`config.mk`:
```
export PLATFORM = sky130hd
export DESIGN_NAME = pe_sync_status
export DESIGN_NICKNAME = d
export VERILOG_FILES = /design/src/rtl/pe_sync_pkg.sv /design/src/rtl/pe_cfg_decode.sv /design/src/rtl/pe_irq_ctrl.sv /design/src/rtl/pe_perf_bank.sv /design/src/rtl/pe_sync_status.sv
export SDC_FILE = /design/constraint.sdc
export NUM_CORES = 1
export LEC_CHECK = 0
export CAP_MARGIN = 20
export CORE_UTILIZATION = 35
export DETAILED_ROUTE_END_ITERATION = 8
export HOLD_SLACK_MARGIN = 0.03
export PLACE_DENSITY = 0.58
export SYNTH_ARGS = -nofsm -noshare
export SYNTH_HDL_FRONTEND = slang
export SYNTH_HIERARCHICAL = 1
export SYNTH_SLANG_ARGS = --single-unit
```
`constraint.sdc`:
```
create_clock -name clk -period 3.2 [get_ports clk]
set_input_delay 0.64 -clock clk [delete_from_list [all_inputs] [get_ports clk]]
set_output_delay 0.64 -clock clk [all_outputs]
set_load 0.01 [all_outputs]
```
`src/rtl/pe_sync_pkg.sv`:
```
package pe_sync_pkg;

  // Interrupt sources, in control-register bit order
  localparam int NUM_SRC    = 2;
  localparam int SRC_TOKEN  = 0;
  localparam int SRC_FINISH = 1;

  // Bounding-box entries: two loader writes, two entries each
  localparam int NUM_BBOX   = 4;
  localparam int BBOX_PAIRS = NUM_BBOX / 2;

  // CPU register index map
  localparam int IDX_CTRL   = 0;
  localparam int IDX_TOKEN  = 1;
  localparam int IDX_BBOX0  = 2;
  localparam int IDX_PERF0  = IDX_BBOX0 + NUM_BBOX;

  // Control register layout
  localparam int CTRL_EN_LSB = 0;
  localparam int CTRL_ST_LSB = CTRL_EN_LSB + NUM_SRC;

  localparam logic [7:0] FINISH_CODE = 8'h02;

  typedef struct packed {
    logic                  finish_set;
    logic                  token_load;
    logic                  token_irq;
    logic [BBOX_PAIRS-1:0] bbox_load;
    logic                  perf_clear;
  } cfg_evt_t;

endpackage

```
`src/rtl/pe_cfg_decode.sv`:
```
module pe_cfg_decode
  import pe_sync_pkg::*;
#(
  parameter int CFG_AW        = 8,
  parameter int CFG_DW        = 24,
  parameter int ADDR_DRAWDONE = 'h45,
  parameter int ADDR_TOKEN    = 'h47,
  parameter int ADDR_TOKEN_IRQ= 'h48,
  parameter int ADDR_BBOX_A   = 'h55,
  parameter int ADDR_BBOX_B   = 'h56,
  parameter int ADDR_PERF_CLR = 'h67
) (
  input  logic              cfg_we,
  input  logic [CFG_AW-1:0] cfg_addr,
  input  logic [CFG_DW-1:0] cfg_data,
  output cfg_evt_t          evt
);

  logic hit_dd, hit_tok, hit_toki, hit_bba, hit_bbb, hit_clr;

  always_comb begin
    hit_dd   = cfg_we && (cfg_addr == CFG_AW'(ADDR_DRAWDONE));
    hit_tok  = cfg_we && (cfg_addr == CFG_AW'(ADDR_TOKEN));
    hit_toki = cfg_we && (cfg_addr == CFG_AW'(ADDR_TOKEN_IRQ));
    hit_bba  = cfg_we && (cfg_addr == CFG_AW'(ADDR_BBOX_A));
    hit_bbb  = cfg_we && (cfg_addr == CFG_AW'(ADDR_BBOX_B));
    hit_clr  = cfg_we && (cfg_addr == CFG_AW'(ADDR_PERF_CLR));
  end

  always_comb begin
    evt              = '0;
    evt.finish_set   = hit_dd && (cfg_data[7:0] == FINISH_CODE);
    evt.token_load   = hit_tok || hit_toki;
    evt.token_irq    = hit_toki;
    evt.bbox_load[0] = hit_bba;
    evt.bbox_load[1] = hit_bbb;
    evt.perf_clear   = hit_clr;
  end

endmodule

```
`src/rtl/pe_irq_ctrl.sv`:
```
module pe_irq_ctrl #(
  parameter int NUM_SRC = 2
) (
  input  logic               clk,
  input  logic               rst,
  input  logic [NUM_SRC-1:0] set_i,
  input  logic               ctrl_wr_i,
  input  logic [NUM_SRC-1:0] en_data_i,
  input  logic [NUM_SRC-1:0] clr_mask_i,
  output logic [NUM_SRC-1:0] en_o,
  output logic [NUM_SRC-1:0] stat_o,
  output logic               irq_o
);

  for (genvar g = 0; g < NUM_SRC; g++) begin : g_src
    always_ff @(posedge clk) begin
      if (rst) begin
        stat_o[g] <= 1'b0;
        en_o[g]   <= 1'b0;
      end else begin
        if (set_i[g])
          stat_o[g] <= 1'b1;              // set wins over clear
        else if (ctrl_wr_i && clr_mask_i[g])
          stat_o[g] <= 1'b0;
        if (ctrl_wr_i)
          en_o[g] <= en_data_i[g];
      end
    end

    // a set event is visible as status on the next cycle
    p_set_wins_r8: assert property (@(posedge clk) disable iff (rst)
      set_i[g] |=> stat_o[g]);

    // clear without a concurrent set drops the status bit
    p_w1c_r8: assert property (@(posedge clk) disable iff (rst)
      (ctrl_wr_i && clr_mask_i[g] && !set_i[g]) |=> !stat_o[g]);
  end

  always_ff @(posedge clk) begin
    if (rst) irq_o <= 1'b0;
    else     irq_o <= |(stat_o & en_o);
  end

  // no enable means no interrupt on the following cycle
  p_irq_masked_r9: assert property (@(posedge clk) disable iff (rst)
    (en_o == '0) |=> !irq_o);

endmodule

```
`src/rtl/pe_perf_bank.sv`:
```
module pe_perf_bank #(
  parameter int NUM_CNT = 4,
  parameter int CNT_W   = 32
) (
  input  logic                          clk,
  input  logic                          rst,
  input  logic [NUM_CNT-1:0]            inc_i,
  input  logic                          clear_i,
  output logic [NUM_CNT-1:0][CNT_W-1:0] cnt_o
);

  for (genvar g = 0; g < NUM_CNT; g++) begin : g_cnt
    always_ff @(posedge clk) begin
      if (rst || clear_i)
        cnt_o[g] <= '0;                   // clear beats increment
      else if (inc_i[g])
        cnt_o[g] <= cnt_o[g] + CNT_W'(1);
    end

    p_clear_r6: assert property (@(posedge clk) disable iff (rst)
      clear_i |=> (cnt_o[g] == '0));

    p_step_r7: assert property (@(posedge clk) disable iff (rst)
      (!clear_i && inc_i[g]) |=> (cnt_o[g] == $past(cnt_o[g]) + CNT_W'(1)));

    p_hold_r7: assert property (@(posedge clk) disable iff (rst)
      (!clear_i && !inc_i[g]) |=> $stable(cnt_o[g]));
  end

endmodule

```
`src/rtl/pe_sync_status.sv`:
```
module pe_sync_status
  import pe_sync_pkg::*;
#(
  parameter int CFG_AW         = 8,
  parameter int CFG_DW         = 24,
  parameter int TOKEN_W        = 16,
  parameter int BBOX_W         = 10,
  parameter int NUM_PERF       = 4,
  parameter int PERF_W         = 32,
  parameter int CPU_AW         = 4,
  parameter int CPU_DW         = 32,
  parameter int ADDR_DRAWDONE  = 'h45,
  parameter int ADDR_TOKEN     = 'h47,
  parameter int ADDR_TOKEN_IRQ = 'h48,
  parameter int ADDR_BBOX_A    = 'h55,
  parameter int ADDR_BBOX_B    = 'h56,
  parameter int ADDR_PERF_CLR  = 'h67
) (
  input  logic                clk,
  input  logic                rst,
  input  logic                cfg_we,
  input  logic [CFG_AW-1:0]   cfg_addr,
  input  logic [CFG_DW-1:0]   cfg_data,
  input  logic [NUM_PERF-1:0] perf_inc,
  input  logic                cpu_wr_en,
  input  logic                cpu_rd_en,
  input  logic [CPU_AW-1:0]   cpu_addr,
  input  logic [CPU_DW-1:0]   cpu_wdata,
  output logic [CPU_DW-1:0]   cpu_rdata,
  output logic                irq
);

  localparam int NUM_REGS = IDX_PERF0 + NUM_PERF;

  cfg_evt_t                              evt;
  logic [NUM_SRC-1:0]                    irq_set, irq_en, irq_stat;
  logic                                  ctrl_wr;
  logic [TOKEN_W-1:0]                    token_q;
  logic [NUM_BBOX-1:0][BBOX_W-1:0]       bbox_q;
  logic [NUM_PERF-1:0][PERF_W-1:0]       perf_cnt;
  logic [CPU_DW-1:0]                     rd_word;

  pe_cfg_decode #(
    .CFG_AW(CFG_AW), .CFG_DW(CFG_DW),
    .ADDR_DRAWDONE(ADDR_DRAWDONE), .ADDR_TOKEN(ADDR_TOKEN),
    .ADDR_TOKEN_IRQ(ADDR_TOKEN_IRQ), .ADDR_BBOX_A(ADDR_BBOX_A),
    .ADDR_BBOX_B(ADDR_BBOX_B), .ADDR_PERF_CLR(ADDR_PERF_CLR)
  ) u_decode (
    .cfg_we(cfg_we), .cfg_addr(cfg_addr), .cfg_data(cfg_data), .evt(evt)
  );

  always_comb begin
    irq_set             = '0;
    irq_set[SRC_TOKEN]  = evt.token_irq;
    irq_set[SRC_FINISH] = evt.finish_set;
    ctrl_wr             = cpu_wr_en && (cpu_addr == CPU_AW'(IDX_CTRL));
  end

  pe_irq_ctrl #(.NUM_SRC(NUM_SRC)) u_irq (
    .clk(clk), .rst(rst),
    .set_i(irq_set),
    .ctrl_wr_i(ctrl_wr),
    .en_data_i(cpu_wdata[CTRL_EN_LSB +: NUM_SRC]),
    .clr_mask_i(cpu_wdata[CTRL_ST_LSB +: NUM_SRC]),
    .en_o(irq_en), .stat_o(irq_stat), .irq_o(irq)
  );

  pe_perf_bank #(.NUM_CNT(NUM_PERF), .CNT_W(PERF_W)) u_perf (
    .clk(clk), .rst(rst), .inc_i(perf_inc),
    .clear_i(evt.perf_clear), .cnt_o(perf_cnt)
  );

  // Synchronization token
  always_ff @(posedge clk) begin
    if (rst)                 token_q <= '0;
    else if (evt.token_load) token_q <= cfg_data[TOKEN_W-1:0];
  end

  // Bounding-box entries: even entry takes the upper field, odd the lower
  for (genvar g = 0; g < NUM_BBOX; g++) begin : g_bbox
    logic [BBOX_W-1:0] field;
    if (g % 2 == 0) begin : g_upper
      assign field = cfg_data[2*BBOX_W-1:BBOX_W];
    end else begin : g_lower
      assign field = cfg_data[BBOX_W-1:0];
    end
    always_ff @(posedge clk) begin
      if (rst)                      bbox_q[g] <= '0;
      else if (evt.bbox_load[g/2])  bbox_q[g] <= field;
    end
  end

  // CPU read path
  always_comb begin
    rd_word = '0;
    if (cpu_addr == CPU_AW'(IDX_CTRL)) begin
      rd_word[CTRL_EN_LSB +: NUM_SRC] = irq_en;
      rd_word[CTRL_ST_LSB +: NUM_SRC] = irq_stat;
    end
    if (cpu_addr == CPU_AW'(IDX_TOKEN))
      rd_word[TOKEN_W-1:0] = token_q;
    for (int i = 0; i < NUM_BBOX; i++)
      if (cpu_addr == CPU_AW'(IDX_BBOX0 + i))
        rd_word[BBOX_W-1:0] = bbox_q[i];
    for (int i = 0; i < NUM_PERF; i++)
      if (cpu_addr == CPU_AW'(IDX_PERF0 + i))
        rd_word[PERF_W-1:0] = perf_cnt[i];
  end

  always_ff @(posedge clk) begin
    if (rst)            cpu_rdata <= '0;
    else if (cpu_rd_en) cpu_rdata <= rd_word;
  end

  // the token only moves on a token write
  p_token_hold_r3: assert property (@(posedge clk) disable iff (rst)
    !evt.token_load |=> $stable(token_q));

  // a token write captures the low payload bits
  p_token_load_r4: assert property (@(posedge clk) disable iff (rst)
    evt.token_load |=> (token_q == $past(cfg_data[TOKEN_W-1:0])));

  // box entries only move on a box write
  p_bbox_hold_r11: assert property (@(posedge clk) disable iff (rst)
    (evt.bbox_load == '0) |=> $stable(bbox_q));

  // read data holds without a read strobe
  p_rdata_hold_r10: assert property (@(posedge clk) disable iff (rst)
    !cpu_rd_en |=> $stable(cpu_rdata));

  initial begin
    assert (NUM_REGS <= (1 << CPU_AW))
      else $error("register map exceeds CPU index range");
  end

endmodule

```
Word level (Yosys, flattened, before mapping)
Cells that the tools add are included.
{"block": "classes", "add_sub_neg": 4, "mul": 0, "div_mod_pow": 0, "magnitude_cmp": 0, "eq_ne": 16, "n_shift": 0, "mux": 14, "bitwise": 1, "n_reduce_logical": 16}
{"cell": "32-bit by 1-bit adder with 32-bit output, second input constant", "n": 4}
{"cell": "32-bit two-way mux", "n": 4}
{"cell": "8-bit by 7-bit == test with 1-bit output, second input constant", "n": 6}
{"cell": "10-bit two-way mux", "n": 4}
{"cell": "4-bit by 3-bit == test with 1-bit output, second input constant", "n": 4}
{"cell": "16-bit two-way mux", "n": 1}
{"cell": "1-bit logical AND", "n": 10}
{"cell": "4-bit by 2-bit == test with 1-bit output, second input constant", "n": 2}
{"cell": "4-bit == test, second input constant", "n": 2}
{"cell": "8-bit by 2-bit == test with 1-bit output, second input constant", "n": 1}
{"cell": "4-bit by 1-bit == test with 1-bit output, second input constant", "n": 1}
{"cell": "4-bit logical NOT", "n": 1}
{"cell": "1-bit two-way mux", "n": 4}
{"cell": "4-bit two-way mux", "n": 1}
{"cell": "2-bit nonzero test", "n": 2}
{"cell": "2-bit bitwise AND", "n": 1}
{"cell": "1-bit logical OR", "n": 2}
{"cell": "2-bit OR reduction", "n": 1}
{"block": "totals", "register_bits": 221, "latchBits": 0, "mem_bits_rw": 0, "romBits": 0, "inputBits": 77, "out_inout_bits": 33, "elab_cells": 66, "n_memories": 0}

Logic depth before layout (Yosys ltp)
Gate-level depths: netlist of run 1.
{"block": "depth", "word_depth": 11, "ltp_mapped": 9, "mapped_depth_nobuf": 7}

Modules after synthesis
The synthesis of run 1 kept the hierarchy.
{"mod": "pe_perf_bank", "instances": 1, "cells_each": 701, "area_per_inst_um2": 5997.0, "seq_area_each_um2": 2562.5}
{"mod": "pe_sync_status", "instances": 1, "cells_each": 520, "area_per_inst_um2": 4668.2, "seq_area_each_um2": 1761.7}
{"mod": "pe_irq_ctrl", "instances": 1, "cells_each": 17, "area_per_inst_um2": 171.4, "seq_area_each_um2": 100.1}
{"mod": "pe_cfg_decode", "instances": 1, "cells_each": 22, "area_per_inst_um2": 165.2, "seq_area_each_um2": 0.0}

Worst setup path after synthesis of run 1
No wires, ideal clock.
{"block": "synth_timing", "path_kind": "input-to-reg", "start": "input port cfg_addr[0]", "end": "register token_q[10]", "setup_time_ps": 128, "arrival_ps": 2428, "t_required_ps": 3072, "path_slack_ps": 644, "cell_stages": 6, "n_path_buf": 2, "path_cell_list": "or4b_1 -> a2111oi_2 -> clkbuf_1 -> buf_2 -> mux2i_1 -> nor2_1"}
{"element": "start, declared", "line": "pe_sync_status.sv:22", "source": "input logic [CFG_AW-1:0] cfg_addr,"}
{"element": "end signal, assigned", "line": "pe_sync_status.sv:76", "source": "else if (evt.token_load) token_q <= cfg_data[TOKEN_W-1:0];"}
{"element": "end, declared", "line": "pe_sync_status.sv:38", "source": "logic [TOKEN_W-1:0] token_q;"}

==> results.json, run 1 <==
{
  "netSwitchingPower_w": 0.00140,
  "status": "finished, violations left",
  "place_congestion": 0.835,
  "vias_per_cell": 5.68,
  "grt_start_max_net_pins": 59,
  "path_cells": "clkdlybuf4s50_1, nor2b_1, nand3_1, nor4b_2, buf_4, nor2_1, o311ai_0, o41ai_1",
  "cpPeakStageDelay_ps": 760,
  "setup_viol": 0,
  "grt_pass1_vias": 8815,
  "area_delta_synth_final_pct": 19.2,
  "syn-num-nets": 1341,
  "end_kind": "flip-flop",
  "yosysWarnings": 6,
  "worstMarginPinSlew_ps": 986,
  "cts_resized": 0,
  "hold_violations": 0,
  "grt_overflow_total": 0,
  "start_util_pct": 35.8,
  "yosys_register_bits": 221,
  "critPathMaxFanout": 9,
  "drc": 12,
  "slew_viol_final": 0,
  "skew_ps": 15.2,
  "dr.pass1.iters": 9,
  "synth.most_common_cell": "dfxtp_1",
  "min_period_ps": 2450,
  "wl_per_cell_um": 18.0,
  "crit_slowest_cell": "nor2_1",
  "path_clk_slew_ps": 60,
  "synth_top_area_cell": "dfxtp_1",
  "antenna_found_initial": 0,
  "die-area_um2": 32100,
  "synth_top_area_share_pct": 40.2,
  "cts.sinks": 221,
  "htreeDepth": 1,
  "ys_seq_area_share_pct": 40.2,
  "cts-root-buf": "clkbuf_16",
  "syn_area_um2": 11000,
  "max_freq_ghz": 0.408,
  "cpLargestDelayFamily": "simple AND/OR/NAND/NOR gates",
  "final.period_utilization_pct": 76.6,
  "rsz0062_at_grt": "false",
  "post-cts-setup-buffers": 0,
  "ir_worst_vdd_mv": 0.277,
  "core_um2": 30700,
  "yosysUniqueCellTypes": 70,
  "dieWidth_um": 179,
  "netSwitchingFraction_pct": 22.8,
  "violations": "design-rule violations",
  "path_class": "in -> reg",
  "p_leak_nw": 4.12,
  "pwr-share-comb_pct": 6.5,
  "dieHeight_um": 179,
  "std_cell_rows": 64,
  "grt_pass1_wl_um": 49500,
  "cap_violations": 0,
  "final_util_pct": 42.6,
  "power_density_nw_per_um2": 469,
  "routed-via-count": 9772,
  "cp.arrival_ps": 2860,
  "required_ps": 3610,
  "synthFlopType": "dfxtp_1",
  "p_seq_share_pct": 45.7,
  "async_reset_ff_share_pct": 0,
  "syn_avg_cell_area_um2": 8.73,
  "num_io_pins": 110,
  "drt_iter0_drc": 823,
  "hpwl_um": 21900,
  "grtUsageTotal_pct": 19.5,
  "numCtsBuffers": 25,
  "clkLatencyLatePin_ps": 520,
  "fin_setup_tns_ps": 0,
  "portBuffers": 77,
  "totalWireLength_um": 31000,
  "nets": 1387,
  "detail-route-antenna-nets": 0,
  "rrSetupSlack_ps": 890,
  "cp-start-kind": "input pin",
  "cts_tree": "done",
  "drive_gt1_share_pct": 8.47,
  "synth_edf_count": 0,
  "synthTopCellsByCount": "dfxtp_1, nor2_1, a21oi_1",
  "synthCells": 1260,
  "synthTopCellsByArea": "dfxtp_1, mux2i_1, nor2_1",
  "slew_headroom_pct": 34.0,
  "path_buf_inv": 2,
  "p_clk_share_pct": 47.8,
  "hold_path.class": "reg -> reg",
  "max-clock-path-buffers": 3,
  "postCtsHoldBufs": 0,
  "intPower_w": 0.00475
}
## layout by cell type, fill, tap and decap left out, types with 8 or more instances in the layout
cell             instances
inv_1                   27
and4_1                  16
nor4_1                   9
clkdlybuf4s50_1         75
xor2_1                  18
nor3_1                  13
nand4_1                 34
or4_1                   52
buf_12                   8
and3_1                   9
nand2_1                 54
a211oi_1                17
o22ai_1                  9
a21oi_1                 91
or3_1                   37
nand3_1                 41
dfxtp_1                221
mux2i_1                 87
o31ai_1                 45
xnor2_1                 25
buf_4                   33
o21ai_1                 16
clkbuf_16               25
a222oi_1                18
mux2_2                  13
o21ai_0                 47
nor2_1                 140
a22oi_1                  8
## cell families (layout without fill, tap and decap cells)
family | count (synthesis) | count (layout) | share of synthesized area [%]
other cells | 0 | 2 | 0
buf+inv | 125 | 187 | 4.81
xor+xnor | 43 | 43 | 3.42
fa+ha+maj | 4 | 4 | 0.455
mux | 102 | 102 | 9.45
simple gates | 463 | 463 | 23.6
compound gates | 302 | 302 | 18.1
flops | 221 | 221 | 40.2
## cell type report
type                            instances  area (µm²)
Multi-Input combinational cell        914        6090
Clock buffer                           36         717
Clock inverter                          7         114
Sequential cell                       221        4420
Fill cell                            3018       17600
Tap cell                              396         495
Inverter                               27         101
Antenna cell                            2        5.00
Timing Repair Buffer                  117        1160
## layer usage
metal / global-route usage [%] / vias to the layer above / wire length [µm]
li1: - / 4823 / -
met5: 0 / - / 0
met1: 29.0 / 4692 / 15100
met4: 3.54 / 0 / 337
met3: 2.57 / 27 / 1900
met2: 30.0 / 230 / 13700
## power groups by stage
stage          Sequential, W  Combinational [W]  Clock, W
2_1_floorplan        0.00287           0.000200         0
3_3_place_gp         0.00287           0.000398         0
3_5_place_dp         0.00287           0.000400         0
4_1_cts              0.00281           0.000402   0.00301
5_1_grt              0.00281           0.000435   0.00314
6_report             0.00281           0.000401   0.00293
## worst min-delay path, cell delays in order (launching register included)
cell,delay (ps)
dfxtp_1,320
nand2_1,60
mux2i_1,50
## path summary, 6_finish.rpt
kind	from	cells after the start	endpoint
worst min register to register	u_perf/cnt_o[63]	2	u_perf/cnt_o[63]
worst max-delay path	cfg_addr[2]	8	u_perf/cnt_o[82]
worst min-delay path	u_perf/cnt_o[63]	2	u_perf/cnt_o[63]
worst max register to register	u_perf/cnt_o[102]	4	u_perf/cnt_o[123]
## state kept, by name, indices dropped and copies added (netlist names)
register,cells
u_perf/cnt_o,128
u_irq/stat_o,2
u_irq/irq_o,1
token_q,16
u_irq/en_o,2
bbox_q,40
cpu_rdata,32
## per-stage QoR
stage,cells,worst slack [ps],area (µm²),hold WS (ps),power [W]
after global placement,1675,283,12300,457,0.00327
after global routing,1718,607,13100,495,0.00638
after CTS,1718,795,13100,476,0.00622
final,1720,748,13100,477,0.00615
after floorplan,1260,644,11000,439,0.00307
after detailed placement,1675,262,12300,468,0.00327
Power figures use the tool's default switching activity.
==> run 2, diff against run 1 <==
- clock period: 3.2 -> 2.5 ns (I/O delays scaled with it)
==> run 2 against run 1 <==
Compared with the run above: the flow still finishes with violations (design-rule violations); sequential share of layout area shrank 1.0 points; setup slack lost 480 ps; non-clock buffer count grew 53; clock skew shrank 8.0 ps; largest power group unchanged; clock power grew 24%; routed wire length grew 3.0%; first-iteration DRC count shrank 8.0%; via count grew 3.2%; sequential power grew 28%; highest routed layer unchanged; power grew 26%; combinational power grew 38%; die area is the same.
==> results.json, run 2 (synthesis gave the netlist of run 1 again) <==
{
  "min_period_ps": 2230,
  "dr.pass1.iters": 9,
  "dieHeight_um": 179,
  "status": "finished, violations left",
  "grt_overflow_total": 0,
  "path_clk_slew_ps": 60,
  "cts_resized": 0,
  "hpwl_um": 22800,
  "cts.sinks": 221,
  "rsz0062_at_grt": "false",
  "p_leak_nw": 4.37,
  "hold_path.class": "in -> reg",
  "max-clock-path-buffers": 3,
  "path_class": "reg -> reg",
  "post-cts-setup-buffers": 0,
  "violations": "design-rule violations",
  "grtUsageTotal_pct": 19.8,
  "setup_slack_ps": 268,
  "dp_slack_ps": -117,
  "die-area_um2": 32100,
  "cp-start-kind": "flip-flop",
  "largest_register_ffs": 128,
  "cts_tree": "done",
  "grt_pass1_vias": 9226,
  "htreeDepth": 1,
  "hold_violations": 0,
  "antenna_found_initial": 0,
  "ir_worst_vdd_mv": 0.414,
  "regMostFlops": "u_perf/cnt_o",
  "fin_hold_ws_ps": 329,
  "slew_viol_final": 0,
  "nets": 1440,
  "std_cell_rows": 64,
  "core_um2": 30700,
  "required_ps": 2950,
  "drive_gt1_share_pct": 12.2,
  "cap_violations": 0,
  "drc": 12,
  "start_util_pct": 35.8,
  "setup_viol": 0,
  "postCtsHoldBufs": 0,
  "largestRegisters": "u_perf/cnt_o (128), bbox_q (40), cpu_rdata (32)",
  "mostFrequentLayoutCell": "dfxtp_1",
  "totalWireLength_um": 31900,
  "cp.arrival_ps": 2680,
  "worstMarginPinSlew_ps": 1120,
  "final_util_pct": 44.0,
  "place_congestion": 0.827,
  "final.period_utilization_pct": 89.3,
  "detail-route-antenna-nets": 0,
  "slew_headroom_pct": 25.3,
  "routed-via-count": 10087,
  "critPathMaxFanout": 19,
  "area_delta_synth_final_pct": 22.8,
  "grt_pass1_wl_um": 50300,
  "power_density_nw_per_um2": 575,
  "dieWidth_um": 179,
  "clkLatencyLatePin_ps": 520,
  "vias_per_cell": 5.70,
  "cts-root-buf": "clkbuf_16",
  "portBuffers": 77,
  "drt_iter0_drc": 757,
  "skew_ps": 7.25,
  "fin_setup_tns_ps": 0,
  "num_io_pins": 110,
  "max_freq_ghz": 0.448,
  "end_kind": "flip-flop",
  "final_cell_mix": "dfxtp_1, nor2_1, a21oi_1, mux2i_1, buf_4",
  "numCtsBuffers": 25,
  "grt_start_max_net_pins": 62,
  "wl_per_cell_um": 18.0,
  "total_power_w": 0.00777
}
-- run 2: changes by cell type in the layout (fill, tap and decap cells not counted), sizes merged --
cell and change:
clkbuf -4, bufinv -1, clkinv +4, buf +53, diode -1
-- run 2: critical path: stages, from the launching register on --
cell,delay [ps]
dfxtp_1,450
ha_1,230
nand3_1,120
or4_1,510
buf_4,220
or4_1,490
a21oi_1,150
-- run 2: through the flow --
stage | cells | cell area [µm²]
global route | 1770 | 13500
detailed placement | 1728 | 12700
global placement | 1728 | 12700
finish | 1771 | 13500
floorplan | 1260 | 11000
CTS | 1770 | 13500
-- run 2: power breakdown --
| part | total [W] | switching [W] | leakage [nW] | internal (W) |
|---|---|---|---|---|
| combinational | 0.000552 | 0.000293 | 2.18 | 0.000259 |
| sequential | 0.00360 | 0.0000382 | 1.79 | 0.00356 |
| clock | 0.00362 | 0.00148 | 0.400 | 0.00214 |
-- run 2: path summary, 6_finish.rpt --
path | start | to | slack (ps) | cells after the start
min reg2reg | u_perf/cnt_o[63] | u_perf/cnt_o[63] | 470 | 2
max | u_perf/cnt_o[32] | u_perf/cnt_o[62] | 270 | 6
min | rst | cpu_rdata[7] | 330 | 2
max reg2reg | u_perf/cnt_o[32] | u_perf/cnt_o[62] | 270 | 6
-- run 2: routing by layer --
metal	vias to the layer above	GRT usage (%)	share of wire (%)
met2	205	30.5	44
met4	0	4.13	1.4
met5	-	0	0
li1	4925	-	-
met1	4920	29.3	49
met3	37	2.40	5.5
-- run 2: layout make-up --
class | count | area, µm²
clock buffers | 32 | 692
diodes | 1 | 2.50
well taps | 396 | 495
fillers | 3067 | 17200
multi-input cells | 914 | 6090
flip-flops and latches | 221 | 4420
inverters | 27 | 101
clock inverters | 10 | 100
repair buffers | 170 | 1610
==> run 3, diff against run 2 <==
- CAP_MARGIN: 20 -> 0
- SYNTH_HIERARCHICAL: 1 -> unset
==> run 3 against run 2 <==
Compared with the run above: the run now ends clean; clock-buffer cell count is 4 higher; register-to-register slack hardly changed; final cell count is 0.34% lower; routed wire length is 3.2% lower; setup slack better by 13 ps; sequential power hardly changed; critical path depth is 2 lower; global-route usage is 0.12 points higher; maximum frequency is 0.57% higher; flip-flop and latch count stayed put; clock power is 3% higher; combinational power is 2% lower; critical path type unchanged; largest cell class unchanged; largest power group unchanged; highest routed layer unchanged.
==> results.json, run 3 <==
{
  "synth_top_area_cell": "dfxtp_1",
  "synthFlopType": "dfxtp_1",
  "wl_per_cell_um": 17.5,
  "r2r-start": "u_perf.cnt_o[48]",
  "nets": 1435,
  "yosysWarnings": 0,
  "antenna_found_initial": 0,
  "synthTopCellsByArea": "dfxtp_1, mux2i_1, nor2_1",
  "cp-start-kind": "flip-flop",
  "met3WireLength_um": 1270,
  "synthTopCellsByCount": "dfxtp_1, nor2_1, mux2i_1",
  "hold_violations": 0,
  "min_path_cells": 2,
  "skew_ps": 24.4,
  "synth_top_area_share_pct": 40.7,
  "syn_avg_cell_area_um2": 8.62,
  "regMostFlops": "u_perf.cnt_o",
  "htreeDepth": 1,
  "power_density_nw_per_um2": 592,
  "hold_path.class": "reg -> reg",
  "dieHeight_um": 178,
  "synth-adder-area-share_pct": 0.460,
  "final_cell_mix": "dfxtp_1, nor2_1, mux2i_1, clkdlybuf4s50_1, buf_4",
  "slew_headroom_pct": 60.9,
  "cts-root-buf": "clkbuf_16",
  "detail-route-antenna-nets": 0,
  "worstMarginPinSlew_ps": 586,
  "yosysUniqueCellTypes": 57,
  "grtUsageTotal_pct": 19.9,
  "drc": 0,
  "grt_start_max_net_pins": 74,
  "cts.sinks": 221,
  "synth-compound-area-share_pct": 15.9,
  "clkLatencyLatePin_ps": 540,
  "dr.pass1.iters": 6,
  "syn_area_um2": 10900,
  "grt_pass1_wl_um": 50200,
  "met1_length_um": 14600,
  "cp.arrival_ps": 2670,
  "syn-num-nets": 1343,
  "synth_top_family_by_area": "simple AND/OR/NAND/NOR gates",
  "grt_pass1_vias": 9170,
  "n_fill_cell": 3025,
  "synth_edf_count": 0,
  "dieWidth_um": 178,
  "vias_per_cell": 5.55,
  "fin_hold_ws_ps": 472,
  "end_kind": "flip-flop",
  "start_util_pct": 35.6,
  "setup_viol": 0,
  "totalWireLength_um": 30900,
  "required_ps": 2950,
  "largestRegisters": "u_perf.cnt_o (128), bbox_q (40), cpu_rdata (32)",
  "drt_iter0_drc": 799,
  "synthCells": 1262,
  "synth_xor_area_share_pct": 3.78,
  "path_class": "reg -> reg",
  "antennaDiodeCount": 0,
  "portBuffers": 77,
  "largest_register_ffs": 128,
  "max-clock-path-buffers": 3,
  "numCtsBuffers": 25,
  "final_util_pct": 43.5,
  "total_power_w": 0.00787,
  "dp_slack_ps": -125,
  "routed.top_layer": "met4",
  "synth.area.mux_share_pct": 9.75,
  "grt_overflow_total": 0,
  "postCtsHoldBufs": 0,
  "ff2ff_path_depth": 4,
  "drive_gt1_share_pct": 10.0,
  "max_freq_ghz": 0.451,
  "ys_seq_area_share_pct": 40.7,
  "cts_tree": "done",
  "path_clk_slew_ps": 60,
  "std_cell_rows": 64,
  "rsz0062_at_grt": "false",
  "yosys_register_bits": 221,
  "rrSetupSlack_ps": 280,
  "async_reset_ff_share_pct": 0,
  "status": "finished, final reports clean",
  "synth.most_common_cell": "dfxtp_1",
  "die-area_um2": 31800,
  "min_to": "cpu_rdata[28]",
  "min_period_ps": 2220,
  "critPathMaxFanout": 17,
  "mostFrequentLayoutCell": "dfxtp_1",
  "wl_met2_um": 14100,
  "post-cts-setup-buffers": 0,
  "routed-via-count": 9798,
  "min_from": "cpu_rdata[28]",
  "num_io_pins": 110,
  "setup_slack_ps": 281,
  "area_delta_synth_final_pct": 22.3,
  "place_congestion": 0.823,
  "final.period_utilization_pct": 88.8,
  "hpwl_um": 22400,
  "r2r-end": "u_perf.cnt_o[63]",
  "cap_violations": 0,
  "slew_viol_final": 0,
  "cts_resized": 0,
  "core_um2": 30600,
  "p_leak_nw": 4.68,
  "yosys.area_share.simple_pct": 25.2,
  "ir_worst_vdd_mv": 0.418
}
-- run 3: cell types whose count changed in the layout (fill, tap and decap cells not counted), sizes merged, moves of 10 or more --
| cell | before | now |
|---|---|---|
| mux2i | 87 | 97 |
| o21ai | 63 | 19 |
| a21oi | 91 | 73 |
| nand2 | 54 | 66 |
| a222oi | 18 | 0 |
| nor2 | 140 | 184 |
| nand2b | 2 | 14 |
| buf | 95 | 84 |
| or3 | 37 | 23 |
| mux2 | 15 | 0 |
| o21a | 1 | 20 |
| nor4 | 9 | 22 |
-- run 3: metal layers --
| layer | global-route usage (%) | vias up |
|---|---|---|
| met3 | 2.77 | 47 |
| met4 | 6.04 | 0 |
| li1 | - | 4867 |
| met2 | 32.1 | 213 |
| met1 | 27.5 | 4671 |
| met5 | 0 | - |
-- run 3: where the power goes --
group	total, W	internal (W)	switching (W)
registers	0.00359	0.00356	0.0000335
clock network	0.00373	0.00226	0.00148
logic	0.000542	0.000250	0.000292
-- run 3: critical path: stages (launching register included) --
cell	delay, ps
dfxtp_1	430
nand4_1	170
or4_1	810
or4_1	580
a21oi_1	140
-- run 3: stage by stage --
stage / cells / area (µm²) / TNS (ps)
after CTS: 1765 / 13300 / 0
final: 1765 / 13300 / 0
after global routing: 1765 / 13300 / 0
after global placement: 1723 / 12500 / -1170
after floorplan: 1262 / 10900 / 0
after detailed placement: 1723 / 12500 / -1890
-- run 3: area by class of cell --
type                       instances  area [µm²]  area share [%]
multi-input combinational        923        6020            45.3
sequential                       221        4420            33.3
timing repair buffer             158        1450            10.9
inverter                          25        93.8           0.705
clock inverter                     6         109           0.818
tap                              396         495            3.72
clock buffer                      36         707            5.31
-- run 3: how the worst max path moves through the flow --
stage                       end             start  slack, ps  depth (start not counted)
2_1_floorplan  u_perf.cnt_o[89]       perf_inc[2]        460                          6
3_3_place_gp   u_perf.cnt_o[50]       perf_inc[1]       -130                          6
3_5_place_dp   u_perf.cnt_o[54]       perf_inc[1]       -120                          6
4_1_cts        u_perf.cnt_o[63]  u_perf.cnt_o[48]        300                          4
5_1_grt        u_perf.cnt_o[63]  u_perf.cnt_o[48]        130                          4
6_report       u_perf.cnt_o[63]  u_perf.cnt_o[48]        280                          4
-- run 3: cells by family (layout without fill, tap and decap cells) --
kind of cell	after synthesis	in the layout
xor+xnor	47	47
flops	221	221
fa+ha+maj	4	4
buf+inv	118	225
compound gates	254	254
mux	101	101
simple gates	517	517
